## config.mk

```make
export PLATFORM = sky130hd
export DESIGN_NAME = irq_route_regs
export DESIGN_NICKNAME = d
export VERILOG_FILES = /design/src/rtl/irq_route_regs.sv
export SDC_FILE = /design/constraint.sdc
export NUM_CORES = 2
export LEC_CHECK = 0
export BUFFER_PORTS_ARGS = -buffer_cell sky130_fd_sc_hd__buf_4
export CAP_MARGIN = 20
export CORE_MARGIN = 2
export CORE_UTILIZATION = 46
export DETAILED_ROUTE_END_ITERATION = 7
export PLACE_DENSITY_LB_ADDON = 0.25
export SLEW_MARGIN = 20
export SYNTH_ARGS = -nofsm -noshare
export SYNTH_HDL_FRONTEND = slang
export SYNTH_SLANG_ARGS = --single-unit
```

## constraint.sdc

```tcl
create_clock -name clk -period 17.6 [get_ports clk]
set_input_delay 1.76 -clock clk [delete_from_list [all_inputs] [get_ports clk]]
set_output_delay 1.76 -clock clk [all_outputs]
set_load 0.02 [all_outputs]
```

## src/rtl/irq_route_regs.sv

```systemverilog
module irq_route_regs #(
  parameter int PINS = 24,
  parameter int AW = 32,
  parameter logic [AW-1:0] WIN_LEN = 'h100,
  parameter logic [3:0] VER_CODE = 4'h1,
  parameter logic [7:0] SEL_OFF = 8'h00,
  parameter logic [7:0] WIN_OFF = 8'h10
) (
  input  logic            clk,
  input  logic            rst_n,
  input  logic            en,
  input  logic [AW-1:0]   base_addr,
  input  logic [AW-1:0]   bus_addr,
  input  logic            rd,
  input  logic            wr,
  input  logic [31:0]     wdata,
  output logic [31:0]     rdata,
  output logic            hit,
  output logic            err,
  output logic [PINS-1:0] mask_vec
);
  localparam int IW = $clog2(PINS);
  localparam int MBIT = 16;
  localparam logic [7:0] IX_ID = 8'h00;
  localparam logic [7:0] IX_VER = 8'h01;
  localparam logic [7:0] IX_ARB = 8'h02;
  localparam logic [7:0] IX_TBL = 8'h10;
  localparam logic [6:0] NPINS = 7'(PINS);
  localparam logic [31:0] VER_WORD = {8'h00, 8'(PINS - 1), 12'h000, VER_CODE};
  localparam logic [63:0] ENT_RST = 64'h1 << MBIT;

  logic [7:0]  sel_q;
  logic [3:0]  id_q;
  logic        err_q;
  logic [63:0] tbl [PINS];
  logic [PINS-1:0] mask_q;

  logic [7:0]    off;
  logic [7:0]    rel;
  logic [6:0]    ent;
  logic [IW-1:0] ent_i;
  logic          ent_ok, fixed_sel, bad_sel, win_acc, win_wr;
  logic [63:0]   cur, nxt;
  logic [31:0]   win_rd;
  logic [AW:0]   top_addr;

  assign off = bus_addr[7:0];
  assign rel = sel_q - IX_TBL;
  assign ent = rel[7:1];
  assign ent_i = ent[IW-1:0];
  assign ent_ok = (sel_q >= IX_TBL) && (ent < NPINS);
  assign fixed_sel = (sel_q == IX_ID) || (sel_q == IX_VER) || (sel_q == IX_ARB);
  assign bad_sel = !fixed_sel && !ent_ok;
  assign win_acc = (rd || wr) && (off == WIN_OFF);
  assign win_wr = wr && (off == WIN_OFF);
  assign cur = tbl[ent_i];
  assign nxt = sel_q[0] ? {wdata, cur[31:0]} : {cur[63:32], wdata};

  always_comb begin
    case (sel_q)
      IX_ID, IX_ARB: win_rd = {4'h0, id_q, 24'h000000};
      IX_VER:        win_rd = VER_WORD;
      default:       win_rd = !ent_ok ? 32'h0 : (sel_q[0] ? cur[63:32] : cur[31:0]);
    endcase
  end

  assign rdata = (off == SEL_OFF) ? {24'h0, sel_q} :
                 (off == WIN_OFF) ? win_rd : 32'h0;

  assign top_addr = {1'b0, base_addr} + {1'b0, WIN_LEN};
  assign hit = en && (bus_addr >= base_addr) && ({1'b0, bus_addr} <= top_addr);
  assign err = err_q;
  assign mask_vec = mask_q;

  always_ff @(posedge clk) begin
    if (!rst_n) begin
      sel_q  <= '0;
      id_q   <= '0;
      err_q  <= 1'b0;
      mask_q <= '1;
      for (int i = 0; i < PINS; i++) tbl[i] <= ENT_RST;
    end else begin
      err_q <= win_acc && bad_sel;
      if (wr && off == SEL_OFF) sel_q <= wdata[7:0];
      if (win_wr) begin
        if (sel_q == IX_ID) begin
          id_q <= wdata[27:24];
        end else if (ent_ok) begin
          tbl[ent_i]    <= nxt;
          mask_q[ent_i] <= nxt[MBIT];
        end
      end
    end
  end
endmodule

```

* Yosys cells after proc, flatten, opt, wreduce, memory -nomap -nowiden
Memories as Yosys holds them, arrays and structs flattened. Cells that the tools add are included.
Operators by class: $add $sub $neg 2, $lt $le $gt $ge 6, equality and inequality tests 3, mux-type cells 18, bitwise gates (word level) 1, reductions and logical operators 20
Operators with widths (count):
- $mux W32 | 4
- $mux W64 | 2
- $pmux W32 S2 | 1
- $reduce_or A64 Y1 | 1
- $add A32 B9 Y33 const B | 1
- $le A32 B33 Y1 | 1
- $ge A32 B32 Y1 | 1
- $bwmux W24 | 1
- $logic_not A8 Y1 | 2
- $logic_and A1 B1 Y1 | 9
- $eq A8 B1 Y1 const B | 1
- $eq A8 B2 Y1 const B | 1
- $eq A8 B5 Y1 const B | 1
- $ge A8 B5 Y1 const B | 1
- $mux W1 | 8
- $sub A8 B5 Y8 const B | 1
- $lt A7 B5 Y1 const B | 1
- $lt A5 B6 Y1 const B | 1
- $demux W1 S5 | 1
- $ge A5 B1 Y1 const B | 1
- $mux W5 | 1
- $logic_or A1 B1 Y1 | 3
- $reduce_and A3 Y1 | 1
- $logic_not A1 Y1 | 2
- 3 further kinds | 3
Storage, ports and cells: register bits after elaboration 37, RAM bits 1536, input port bits 101, output and inout bits 58, logic and storage cells 55, memories kept 1
Memory list:
- tbl | words 24, width 64, read ports 1, clocked after Yosys merged registers in 0, write ports 24, line 35 | logic [63:0] tbl [PINS];

* Depth between registers and ports, before layout
word-level depth 10, gate-level depth with buffers 15, mapped depth without buffers 14

* Worst setup path before layout
No wires, ideal clock.
path kind input port to flip-flop, start point input port bus_addr[2], end point memory tbl[0][0] (enable), library setup time 0.574 ns, arrival time 7.575 ns, setup slack 9.450 ns, stages on the path 7, buffers on the path 2, cell sequence nor4_1 and3_1 and4b_1 clkbuf_1 buf_2 nand2_1 o21ai_0
RTL lines:
- start: declaration | line 13 | input logic [AW-1:0] bus_addr,
- end: declaration | line 35

* Final worst setup path
start point register sel_q[3], end point output port rdata[15]
On the way: cells in the longest elaborated chain, start to end 7
RTL lines:
- start: declaration | line 32 | logic [7:0] sel_q;
- start signal: assignment | line 84 | if (wr && off == SEL_OFF) sel_q <= wdata[7:0];
- $sub A8 B5 Y8 | line 48 | assign rel = sel_q - IX_TBL;
- $mem_v2 Z24 W64 / $lt A7 B5 Y1 (equally long branches)
- $mux W32 / $logic_and A1 B1 Y1 (equally long branches) | line 63, 51
- $mux W32 | line 63 | default: win_rd = !ent_ok ? 32'h0 : (sel_q[0] ? cur[63:32] : cur[31:0]);
- $pmux W32 S2 (*) | line 60 | case (sel_q)
- $mux W32 (*) | line 68 | (off == WIN_OFF) ? win_rd : 32'h0;
- $mux W32 (*) | line 67 | assign rdata = (off == SEL_OFF) ? {24'h0, sel_q} :
- end: declaration | line 17 | output logic [31:0] rdata,
Every way passes the cells marked *; elsewhere a longest branch is shown, timed or not.

==> metrics.md <==
| Metric | Value |
|---|---|
| Power Density | just over 100 nW/µm² |
| CTS buffer count | 213 |
| Maxcap violations | 0 |
| H-Tree Depth | 4 |
| Die width | between 400 and 500 µm |
| CP max FO | 44 |
| Post-CTS Resized | 0 |
| Post-synth top area share | 68.0% |
| Worst setup margin | ~9.7 ns |
| Yosys top cell by area | edfxtp_1 |
| Drt total wl | approximately 280000 µm |
| Remaining antenna violation count | 0 |
| Die height | 447 µm |
| First-pass GRT wire length | around 390000 µm |
| TritonRoute pass-1 iters | 6 |
| Final setup vio count | 0 |
| Setup Buffers After CTS | 0 |
| CP Capture Type | primary output |
| Mapped Cells | 5930 |
| Most used DFF post-synth | edfxtp_1 |
| Vias in the first global route | 54518 |
| Fillers | around 16000 |
| Max Clk Rate | 0.127 GHz |
| TritonCTS clock tree | yes |
| Placed cell area | approximately 96000 µm² |
| Yosys reg bits | roughly 2100 |
| Longest Clk Path Bufs | 3 |
| Via count | 55628 |
| Vias/cell | 6.00 |
| Largest net degree at the start of global routing | 124 |
| Share of flip-flops with an asynchronous set or reset | 0% |
| Detailed placer's ending HPWL | about 150000 µm |
| IO buf count | roughly 160 |
| Clk slew on worst S/H paths | 0.06 ns |
| Core area | just under 200000 µm² |
| Placer Congestion | ~0.85 |
| Final hold violations | 0 |
| Cell Rows | ~160 |
| Initial antenna violation count | 8 |
| Avg Inst Size Synth | 15.3 µm² |
| Worst Path Class, Setup | reg2out |
| Slew Limit Fails | 0 |
| Initial Util | between 40% and 50% |
| Most frequent cells in the layout | 2048 x edfxtp_1, 1583 x nor2_1, 512 x conb_1, 455 x mux4_2, 315 x buf_4 |
| Worst VDD drop | ~83 µV |
| Most common cell after layout, fill and taps aside | edfxtp_1 |
| Cells taking the most area after synthesis | edfxtp_1 68%, mux4_2 11%, nor2_1 6.6%, mux2i_1 2.8%, buf_2 1.0% |
| Clk Tree Root Cell | clkbuf_16 |
| Layout Skew | 0.0658 ns |
| 1st-iter DRT viols | ~8600 |
| Seq/Total Area, Yosys | between 60% and 70% |
| Place WS | 10.34 ns |
| Total track usage | between 20 and 30% |
| CTS Sinks | approximately 2100 |
| Layout Nets | roughly 6600 |
| Area of the multi-input gates | ~28000 µm² |
| Clk Latency, worst-skew pair | approximately 0.89 ns |
| Register area | approximately 62000 µm² |
| Hold-fix buffers, CTS | 0 |
| Share of layout cells above drive strength 1 | a little under a fifth |
| Min Tclk post-route | roughly 8 ns |
| RSZ-0062 raised after global routing | false |
| Arrival time worst endpoint | approximately 6.1 ns |
| Yosys cell types | between 60 and 70 |
| Post-synth EDFFs | just over 2000 |
| GR Overflow Total | 0 |
| Area grow syn2layout | 13.6% |
| Leak | 0.0374 µW |
| Max-Slew Margin vs Limit | 19.9% |
| Status | finished, final reports clean |
| Final Core Density | between 50% and 60% |
| Final setup TNS | 0 ns |
| Residual DRC count | 0 |
| Measured slew at the worst slew-check pin | about 1.2 ns |
| Routed wire length per instance | 29.7 µm |
| Synthesized area | 90500 µm² |
| Critical Path Source Type | flop |
| CP required | around 16 ns |
| Die ar. | 200000 µm² |
| Io pins | roughly 160 |
| Period utilization | 44.9% |
| Yosys warnings | 0 |
| Post-Layout Inst Area | 103000 µm² |
| HP Class | reg2reg |
## Yosys cell counts, drive strengths merged, types with 69 or more instances
| cell type | n |
|---|---|
| a22oi | 79 |
| buf | 322 |
| clkbuf | 176 |
| edfxtp | 2048 |
| inv | 117 |
| mux2i | 266 |
| mux4 | 455 |
| nand2 | 184 |
| nor2 | 1589 |
| o21ai | 73 |
| o22ai | 69 |
## critical path: stages (launching register included)
cell and delay (ns):
dfxtp_4 0.70, buf_4 0.61, buf_4 0.63, buf_4 0.65
buf_4 0.70, mux4_2 0.33, nand2_1 0.05, a32o_1 0.31
a221oi_1 0.36, inv_1 0.09, o22ai_1 0.47, buf_4 0.25
## logic make-up (layout without fill, tap and decap cells)
| kind of cell | Yosys count | count (layout) | share of synthesized area, % |
|---|---|---|---|
| adder cells (fa/ha/maj) | 62 | 62 | 0.857 |
| other | 1 | 514 | 0.00415 |
| AO/OA/AOI/OAI | 432 | 432 | 3.36 |
| buffers and inverters | 615 | 827 | 3.43 |
| XOR/XNOR | 22 | 22 | 0.213 |
| flip-flops | 2085 | 2085 | 68.8 |
| AND/OR/NAND/NOR | 1977 | 1977 | 8.71 |
| multiplexers | 736 | 736 | 14.6 |
## layout make-up
class / count / area share (%)
diodes: 2 / 0.00487
clock buffers: 278 / 5.55
clock inverters: 113 / 0.925
inverters: 117 / 0.433
multi-input cells: 3741 / 27.0
flip-flops and latches: 2085 / 60.6
well taps: 2624 / 3.19
repair buffers: 319 / 2.37
## report_power, final
part	internal, µW	switching (µW)
combinational	131	337
clock	2420	1940
sequential	5660	53.7
## metrics by stage
| stage | power [µW] | instances | hold WS, ns |
|---|---|---|---|
| 2_1_floorplan | 6090 | 6441 | 0.473 |
| 5_1_grt | 10800 | 9279 | 0.552 |
| 3_5_place_dp | 6280 | 8886 | 0.514 |
| 3_3_place_gp | 6260 | 8885 | 0.502 |
| 6_report | 10500 | 9279 | 0.522 |
| 4_1_cts | 10600 | 9277 | 0.531 |
## layer usage
layer	vias up	GRT usage, %	routed length, µm
met5	-	0	39
met4	6	13.1	14600
met3	691	5.47	30600
met2	3646	43.9	130000
met1	28493	36.3	100000
li1	22792	-	-
## path summary, 6_finish.rpt
path / startpoint / end / slack (ns) / cells past startpoint
max: sel_q[3] / rdata[15] / 9.70 / 11
min reg2reg: mask_vec[0] / mask_vec[0] / 0.52 / 2
max reg2reg: sel_q[4] / tbl[19][51] / 11.71 / 13
min: mask_vec[0] / mask_vec[0] / 0.52 / 2
## sequential cells by signal, indices dropped and copies added (netlist names)
register  flops
err           1
id_q          4
mask_vec     24
sel_q         8
tbl        2048
Power figures use the tool's default switching activity.
